File: src/rtl/nibcrc_pkg.sv
package nibcrc_pkg;
  localparam int CRC_W  = 32;
  localparam int NIB_W  = 4;
  localparam int BYTE_W = 8;
  localparam int CNT_W  = 16;

  typedef enum logic [1:0] {
    ST_IDLE = 2'd0,
    ST_LO   = 2'd1,
    ST_HI   = 2'd2,
    ST_FIN  = 2'd3
  } nib_state_t;
endpackage

File: src/rtl/nibcrc_table.sv
module nibcrc_table #(
  parameter int W  = 32,
  parameter int AW = 4
) (
  input  logic          clk,
  input  logic          rst_n,
  input  logic          wr_en,
  input  logic          lock,
  input  logic [AW-1:0] wr_addr,
  input  logic [W-1:0]  wr_data,
  input  logic [AW-1:0] rd_addr,
  output logic [W-1:0]  rd_data
);
  localparam int N = 1 << AW;

  logic [N-1:0][W-1:0] mem_q;
  logic                wr_ok;

  assign wr_ok = wr_en & ~lock;

  for (genvar g = 0; g < N; g++) begin : g_ent
    logic hit;
    assign hit = wr_ok && (wr_addr == AW'(g));
    always_ff @(posedge clk or negedge rst_n) begin
      if (!rst_n) mem_q[g] <= '0;
      else if (hit) mem_q[g] <= wr_data;
    end
  end

  assign rd_data = mem_q[rd_addr];

  // no table entry moves while a run holds the lock
  p_table_locked_r2: assert property (@(posedge clk) disable iff (!rst_n)
    lock |=> $stable(mem_q));
  // an unlocked write lands in the addressed entry
  p_table_write_r1: assert property (@(posedge clk) disable iff (!rst_n)
    (wr_en && !lock) |=> (mem_q[$past(wr_addr)] == $past(wr_data)));
endmodule

File: src/rtl/nibcrc_step.sv
module nibcrc_step #(
  parameter int W  = 32,
  parameter int AW = 4,
  parameter int BW = 8
) (
  input  logic [W-1:0]  crc_i,
  input  logic [BW-1:0] byte_i,
  input  logic          fold_i,
  output logic [AW-1:0] idx_o,
  input  logic [W-1:0]  entry_i,
  output logic [W-1:0]  crc_o
);
  logic [W-1:0] mixed;

  always_comb begin
    mixed = crc_i;
    if (fold_i) mixed = crc_i ^ W'(byte_i);
    idx_o = mixed[AW-1:0];
    crc_o = (mixed >> AW) ^ entry_i;
  end
endmodule

File: src/rtl/nibcrc_ctrl.sv
module nibcrc_ctrl
  import nibcrc_pkg::*;
#(
  parameter int CW = 16
) (
  input  logic          clk,
  input  logic          rst_n,
  input  logic          start_i,
  input  logic [CW-1:0] cnt_i,
  input  logic          in_valid_i,
  output logic          in_ready_o,
  output logic          busy_o,
  output logic          done_o,
  output logic          load_o,
  output logic          adv_o,
  output logic          fold_o
);
  nib_state_t    state_q, state_d;
  logic [CW-1:0] rem_q, rem_d;
  logic          rem_en;

  always_comb begin
    state_d = state_q;
    rem_d   = rem_q;
    rem_en  = 1'b0;
    load_o  = 1'b0;
    adv_o   = 1'b0;
    fold_o  = 1'b0;
    case (state_q)
      ST_IDLE: if (start_i) begin
        load_o  = 1'b1;
        rem_en  = 1'b1;
        rem_d   = cnt_i;
        state_d = (cnt_i == '0) ? ST_FIN : ST_LO;
      end
      ST_LO: if (in_valid_i) begin
        adv_o   = 1'b1;
        fold_o  = 1'b1;
        state_d = ST_HI;
      end
      ST_HI: begin
        adv_o   = 1'b1;
        rem_en  = 1'b1;
        rem_d   = rem_q - CW'(1);
        state_d = (rem_q == CW'(1)) ? ST_FIN : ST_LO;
      end
      default: state_d = ST_IDLE;
    endcase
  end

  always_ff @(posedge clk or negedge rst_n) begin
    if (!rst_n) state_q <= ST_IDLE;
    else        state_q <= state_d;
  end

  always_ff @(posedge clk or negedge rst_n) begin
    if (!rst_n)      rem_q <= '0;
    else if (rem_en) rem_q <= rem_d;
  end

  assign in_ready_o = (state_q == ST_LO);
  assign busy_o     = (state_q != ST_IDLE);
  assign done_o     = (state_q == ST_FIN);

  // strobe lasts one cycle
  p_done_pulse_r7: assert property (@(posedge clk) disable iff (!rst_n)
    done_o |=> !done_o);
  // second nibble step follows every acceptance, no new byte taken
  p_two_cycle_r5: assert property (@(posedge clk) disable iff (!rst_n)
    (in_valid_i && in_ready_o) |=> (!in_ready_o && adv_o && !fold_o));
  // empty run finishes at once
  p_zero_len_r6: assert property (@(posedge clk) disable iff (!rst_n)
    (!busy_o && start_i && cnt_i == '0) |=> done_o);
  // ready never outside a run
  p_ready_busy_r5: assert property (@(posedge clk) disable iff (!rst_n)
    in_ready_o |-> busy_o);
endmodule

File: src/rtl/nibcrc_unit.sv
module nibcrc_unit
  import nibcrc_pkg::*;
#(
  parameter int W  = CRC_W,
  parameter int AW = NIB_W,
  parameter int BW = BYTE_W,
  parameter int CW = CNT_W
) (
  input  logic          clk,
  input  logic          rst_n,
  input  logic          tbl_we,
  input  logic [AW-1:0] tbl_addr,
  input  logic [W-1:0]  tbl_wdata,
  input  logic          start,
  input  logic [W-1:0]  init_crc,
  input  logic [CW-1:0] byte_cnt,
  input  logic          in_valid,
  input  logic [BW-1:0] in_data,
  output logic          in_ready,
  output logic          busy,
  output logic          done,
  output logic [W-1:0]  crc_out
);
  logic          load, adv, fold;
  logic [AW-1:0] idx;
  logic [W-1:0]  entry, step_crc;
  logic [W-1:0]  crc_q, crc_d;
  logic          crc_en;

  nibcrc_ctrl #(.CW(CW)) u_ctrl (
    .clk(clk), .rst_n(rst_n), .start_i(start), .cnt_i(byte_cnt),
    .in_valid_i(in_valid), .in_ready_o(in_ready), .busy_o(busy),
    .done_o(done), .load_o(load), .adv_o(adv), .fold_o(fold)
  );

  nibcrc_table #(.W(W), .AW(AW)) u_tbl (
    .clk(clk), .rst_n(rst_n), .wr_en(tbl_we), .lock(busy),
    .wr_addr(tbl_addr), .wr_data(tbl_wdata), .rd_addr(idx), .rd_data(entry)
  );

  nibcrc_step #(.W(W), .AW(AW), .BW(BW)) u_step (
    .crc_i(crc_q), .byte_i(in_data), .fold_i(fold), .idx_o(idx),
    .entry_i(entry), .crc_o(step_crc)
  );

  always_comb begin
    crc_en = load | adv;
    crc_d  = load ? init_crc : step_crc;
  end

  always_ff @(posedge clk or negedge rst_n) begin
    if (!rst_n)      crc_q <= '0;
    else if (crc_en) crc_q <= crc_d;
  end

  assign crc_out = crc_q;

  // empty run returns the seed
  p_zero_seed_r6: assert property (@(posedge clk) disable iff (!rst_n)
    (!busy && start && byte_cnt == '0) |=> (crc_out == $past(init_crc)));
  // result held while idle with no start
  p_hold_idle_r7: assert property (@(posedge clk) disable iff (!rst_n)
    (!busy && !start) |=> $stable(crc_out));
  // start while busy does not reload the running value
  p_no_reload_r3: assert property (@(posedge clk) disable iff (!rst_n)
    (busy && start && !in_ready && !done) |=> (crc_out == $past(step_crc)));
endmodule

File: config.mk
export PLATFORM = sky130hd
export DESIGN_NAME = nibcrc_unit
export DESIGN_NICKNAME = d
export VERILOG_FILES = /design/src/rtl/nibcrc_pkg.sv /design/src/rtl/nibcrc_table.sv /design/src/rtl/nibcrc_step.sv /design/src/rtl/nibcrc_ctrl.sv /design/src/rtl/nibcrc_unit.sv
export SDC_FILE = /design/constraint.sdc
export NUM_CORES = 1
export LEC_CHECK = 0
export BUFFER_PORTS_ARGS = -buffer_cell sky130_fd_sc_hd__buf_2
export CORE_MARGIN = 5
export CORE_UTILIZATION = 60
export DETAILED_ROUTE_END_ITERATION = 10
export GPL_TIMING_DRIVEN = 0
export PLACE_DENSITY = 0.84
export RECOVER_POWER = 100
export SETUP_SLACK_MARGIN = 0.05
export SLEW_MARGIN = 30
export SYNTH_ARGS = -nofsm -noshare
export SYNTH_HDL_FRONTEND = slang
export SYNTH_HIERARCHICAL = 1
export SYNTH_SLANG_ARGS = --single-unit
File: constraint.sdc
create_clock -name clk -period 6.45 [get_ports clk]
set_input_delay 0.645 -clock clk [delete_from_list [all_inputs] [get_ports clk]]
set_output_delay 0.645 -clock clk [all_outputs]
set_load 0.02 [all_outputs]
==> metrics.yaml <==
clock_network:
  cts_setup_buffers: 0
  holdBufCountCts: 0
  cts-buffers-inserted: 55
  cts_resized: 0
  cts_tree: "done"
  insertion_delay_ps: 630
  clockBufferDepth: 3
  clk_pin_slew_ps: 60
  htree_num_levels: 2
  cts_root_buf: "clkbuf_16"
  cts_sinks: 562
floorplanning:
  ioPinCount: 132
  dieArea_mm2: 0.04803
  start_util_pct: 60.80
  die_h_um: 219.2
  core_area_mm2: 0.04317
  die_x_um: 219.2
  core.rowCount: 76
setup_path:
  crit_required_ps: 6980
  slowest_delay_ps: 910
  cp.arrival_ps: 5470
  crit_fanout: 10
  path_buf_inv: 4
  path_cells: "inv_1, ha_1, and2_0, buf_6, nand2_1, xnor2_1, clkbuf_1, clkbuf_1, mux4_2, a22oi_1, nand2_1, xor2_1, xnor2_1, mux2i_1, o21ai_0"
  endpoint_kind: "flip-flop"
  cp_slowest_cell: "clkbuf_1"
  worstSetupPathType: "reg -> reg"
  cp_top_family: "buffers and inverters"
  cp-start-kind: "flip-flop"
finish:
  design_area_mm2: 0.02941
  layout_common_cells: "562 x dfrtp_1, 461 x mux2_2, 162 x clkbuf_1"
  drive_above_1_share_pct: 41.61
  n_fill_cell: 2935
  fin_util_pct: 68.11
  final_common_cell: "dfrtp_1"
  area_growth_pct: 12.02
  final_nets: 2045
timing:
  tightest_slew_ps: 4720
  max_freq_ghz: 0.2023
  timing.hold.ws_ps: 224.7
  skew_ps: 32.91
  finalWorstSetupSlack_ps: 1506
  post-route-period-util_pct: 76.65
  hold_viol_final: 0
  slew_violations: 77
  setup-violations-final: 0
  period_needed_ps: 4944
  slew_headroom_pct: -214.7
  fin_setup_tns_ps: 0
  rsz0062_at_grt: "no"
routing:
  drcViolationCount: 0
  drt_iter0_markers: 1525
  drt-vias-per-instance: 6.369
  post_drt_wl_per_cell_um: 26.24
  ant_nets: 0
  wl_um: 67550
  dr_total_vias: 16390
  firstDrtPassIters: 7
place:
  place_congestion: 0.8742
  numPortBuffers: 131
  place_ws_ps: 2381
  place_area_mm2: 0.02781
  dp_hpwl_um: 45010
global_route:
  grt-ovfl-total: 0
  antenna_found_initial: 7
  grt_first_pass_wirelength_um: 106200
  grt_max_degree: 91
  grt_pass1_vias: 17960
  gr-usage-all-layers_pct: 28.94
synthesis:
  ys_seq_area_share_pct: 53.57
  syn_inst: 1748
  synth_edf_count: 0
  synth.distinct_cells: 59
  avgSynthCellArea_um2: 15.02
  ys_ff_latch: 562
  yosys_warnings: 6
  ys_async_sr_fraction_pct: 100.0
  syn_nets: 1851
  synthesis.area_mm2: 0.02625
  synthFlopType: "dfrtp_1"
pwr:
  ir_worst_vdd_v: 0.0002693
  p_leak_nw: 13.17
  powerDensity_mw_per_mm2: 537.6
job:
  drv_cap: 1
hold_path:
  hold_path.class: "in -> reg"
run_status:
  status: "finished, violations left"
  violations: "capacitance limit, slew limit"
sequential cells by signal, summed over array words and instances, names as in the netlist:
register	flops
crc_out	32
u_ctrl/rem_q	16
u_ctrl/state_q	2
u_tbl/mem_q	512
per-stage QoR:
stage	power, mW	instances
after CTS	15.95	2570
after global routing	16.62	2574
after detailed placement	12.46	2470
after floorplan	10.58	1748
final	15.81	2574
after global placement	12.07	2464
worst paths after layout:
path | depth (start not counted) | slack, ps | end | startpoint
worst max-delay path | 15 | 1510 | crc_out[0] | u_ctrl/state_q[1]
worst min-delay path | 3 | 220 | crc_out[23] | init_crc[23]
worst max register to register | 15 | 1510 | crc_out[0] | u_ctrl/state_q[1]
worst min register to register | 1 | 490 | u_tbl/mem_q[395] | u_tbl/mem_q[395]
max in group asynchronous | 1 | 2050 | u_tbl/mem_q[158] | rst_n
min in group asynchronous | 1 | 1710 | u_ctrl/rem_q[6] | rst_n
logic make-up after synthesis:
kind of cell / count (synthesis) / share of synthesized area [%]
compound gates: 142 / 3.627
xor+xnor: 36 / 1.201
fa+ha+maj: 6 / 0.2860
buf+inv: 158 / 3.232
flops: 562 / 53.57
mux: 678 / 34.83
simple gates: 166 / 3.251
report_power, final:
group	leakage (nW)	switching (mW)	total [mW]	internal [mW]
logic	5.09	2.94	6.14	3.20
registers	7.15	1.06	6.28	5.22
clock network	0.936	1.40	3.40	2.00
total	13.2	5.39	15.8	10.4
metal layers:
layer | GRT usage [%] | up-vias | routed length, um
li1 | - | 6868 | -
met1 | 38.11 | 8662 | 26600
met2 | 46.43 | 665 | 32690
met3 | 7.587 | 195 | 5224
met4 | 11.87 | 4 | 3000
met5 | 0 | - | 33
worst reg2reg max path: stages, from the launching register on:
cell	delay [ps]
dfrtp_1	420
inv_1	90
ha_1	210
and2_0	240
buf_6	190
nand2_1	80
xnor2_1	370
clkbuf_1	600
clkbuf_1	910
mux4_2	610
a22oi_1	240
nand2_1	140
xor2_1	170
xnor2_1	320
mux2i_1	120
o21ai_0	150
layout make-up:
| cell class | count | area, um2 | share of cell area, % |
|---|---|---|---|
| Clock inverter | 28 | 396.6 | 1.349 |
| Timing Repair Buffer | 137 | 775.7 | 2.638 |
| Inverter | 7 | 26.28 | 0.08935 |
| Antenna cell | 4 | 10.01 | 0.03404 |
| Tap cell | 585 | 732.0 | 2.489 |
| Multi-Input combinational cell | 1028 | 11200 | 38.07 |
| Sequential cell | 562 | 14060 | 47.83 |
| Buffer | 151 | 675.6 | 2.298 |
| Clock buffer | 72 | 1530 | 5.204 |
synthesized netlist by cell type (4+ instances only):
cell	number	share of area [%]
a22oi_1	64	1.8
o22a_1	4	0.13
inv_1	7	0.10
buf_6	9	0.39
mux2_1	12	0.51
o21ai_1	29	0.55
mux4_2	128	11
ha_1	6	0.29
nand2b_1	5	0.12
nor2b_1	11	0.26
nor3_1	7	0.13
mux2_2	471	20
clkbuf_1	58	0.83
nand2_1	89	1.3
and2_1	4	0.095
o21ai_0	10	0.19
xor2_1	28	0.93
mux2_4	30	1.7
nand2_2	5	0.12
dfrtp_1	562	54
mux2i_1	37	1.4
nor2_1	16	0.23
o22ai_1	5	0.12
xnor2_1	8	0.27
buf_2	60	1.1
buf_4	16	0.46
and3_1	4	0.095
a21oi_1	14	0.27
nand3_1	5	0.095
(Power assumes the default switching activity.)
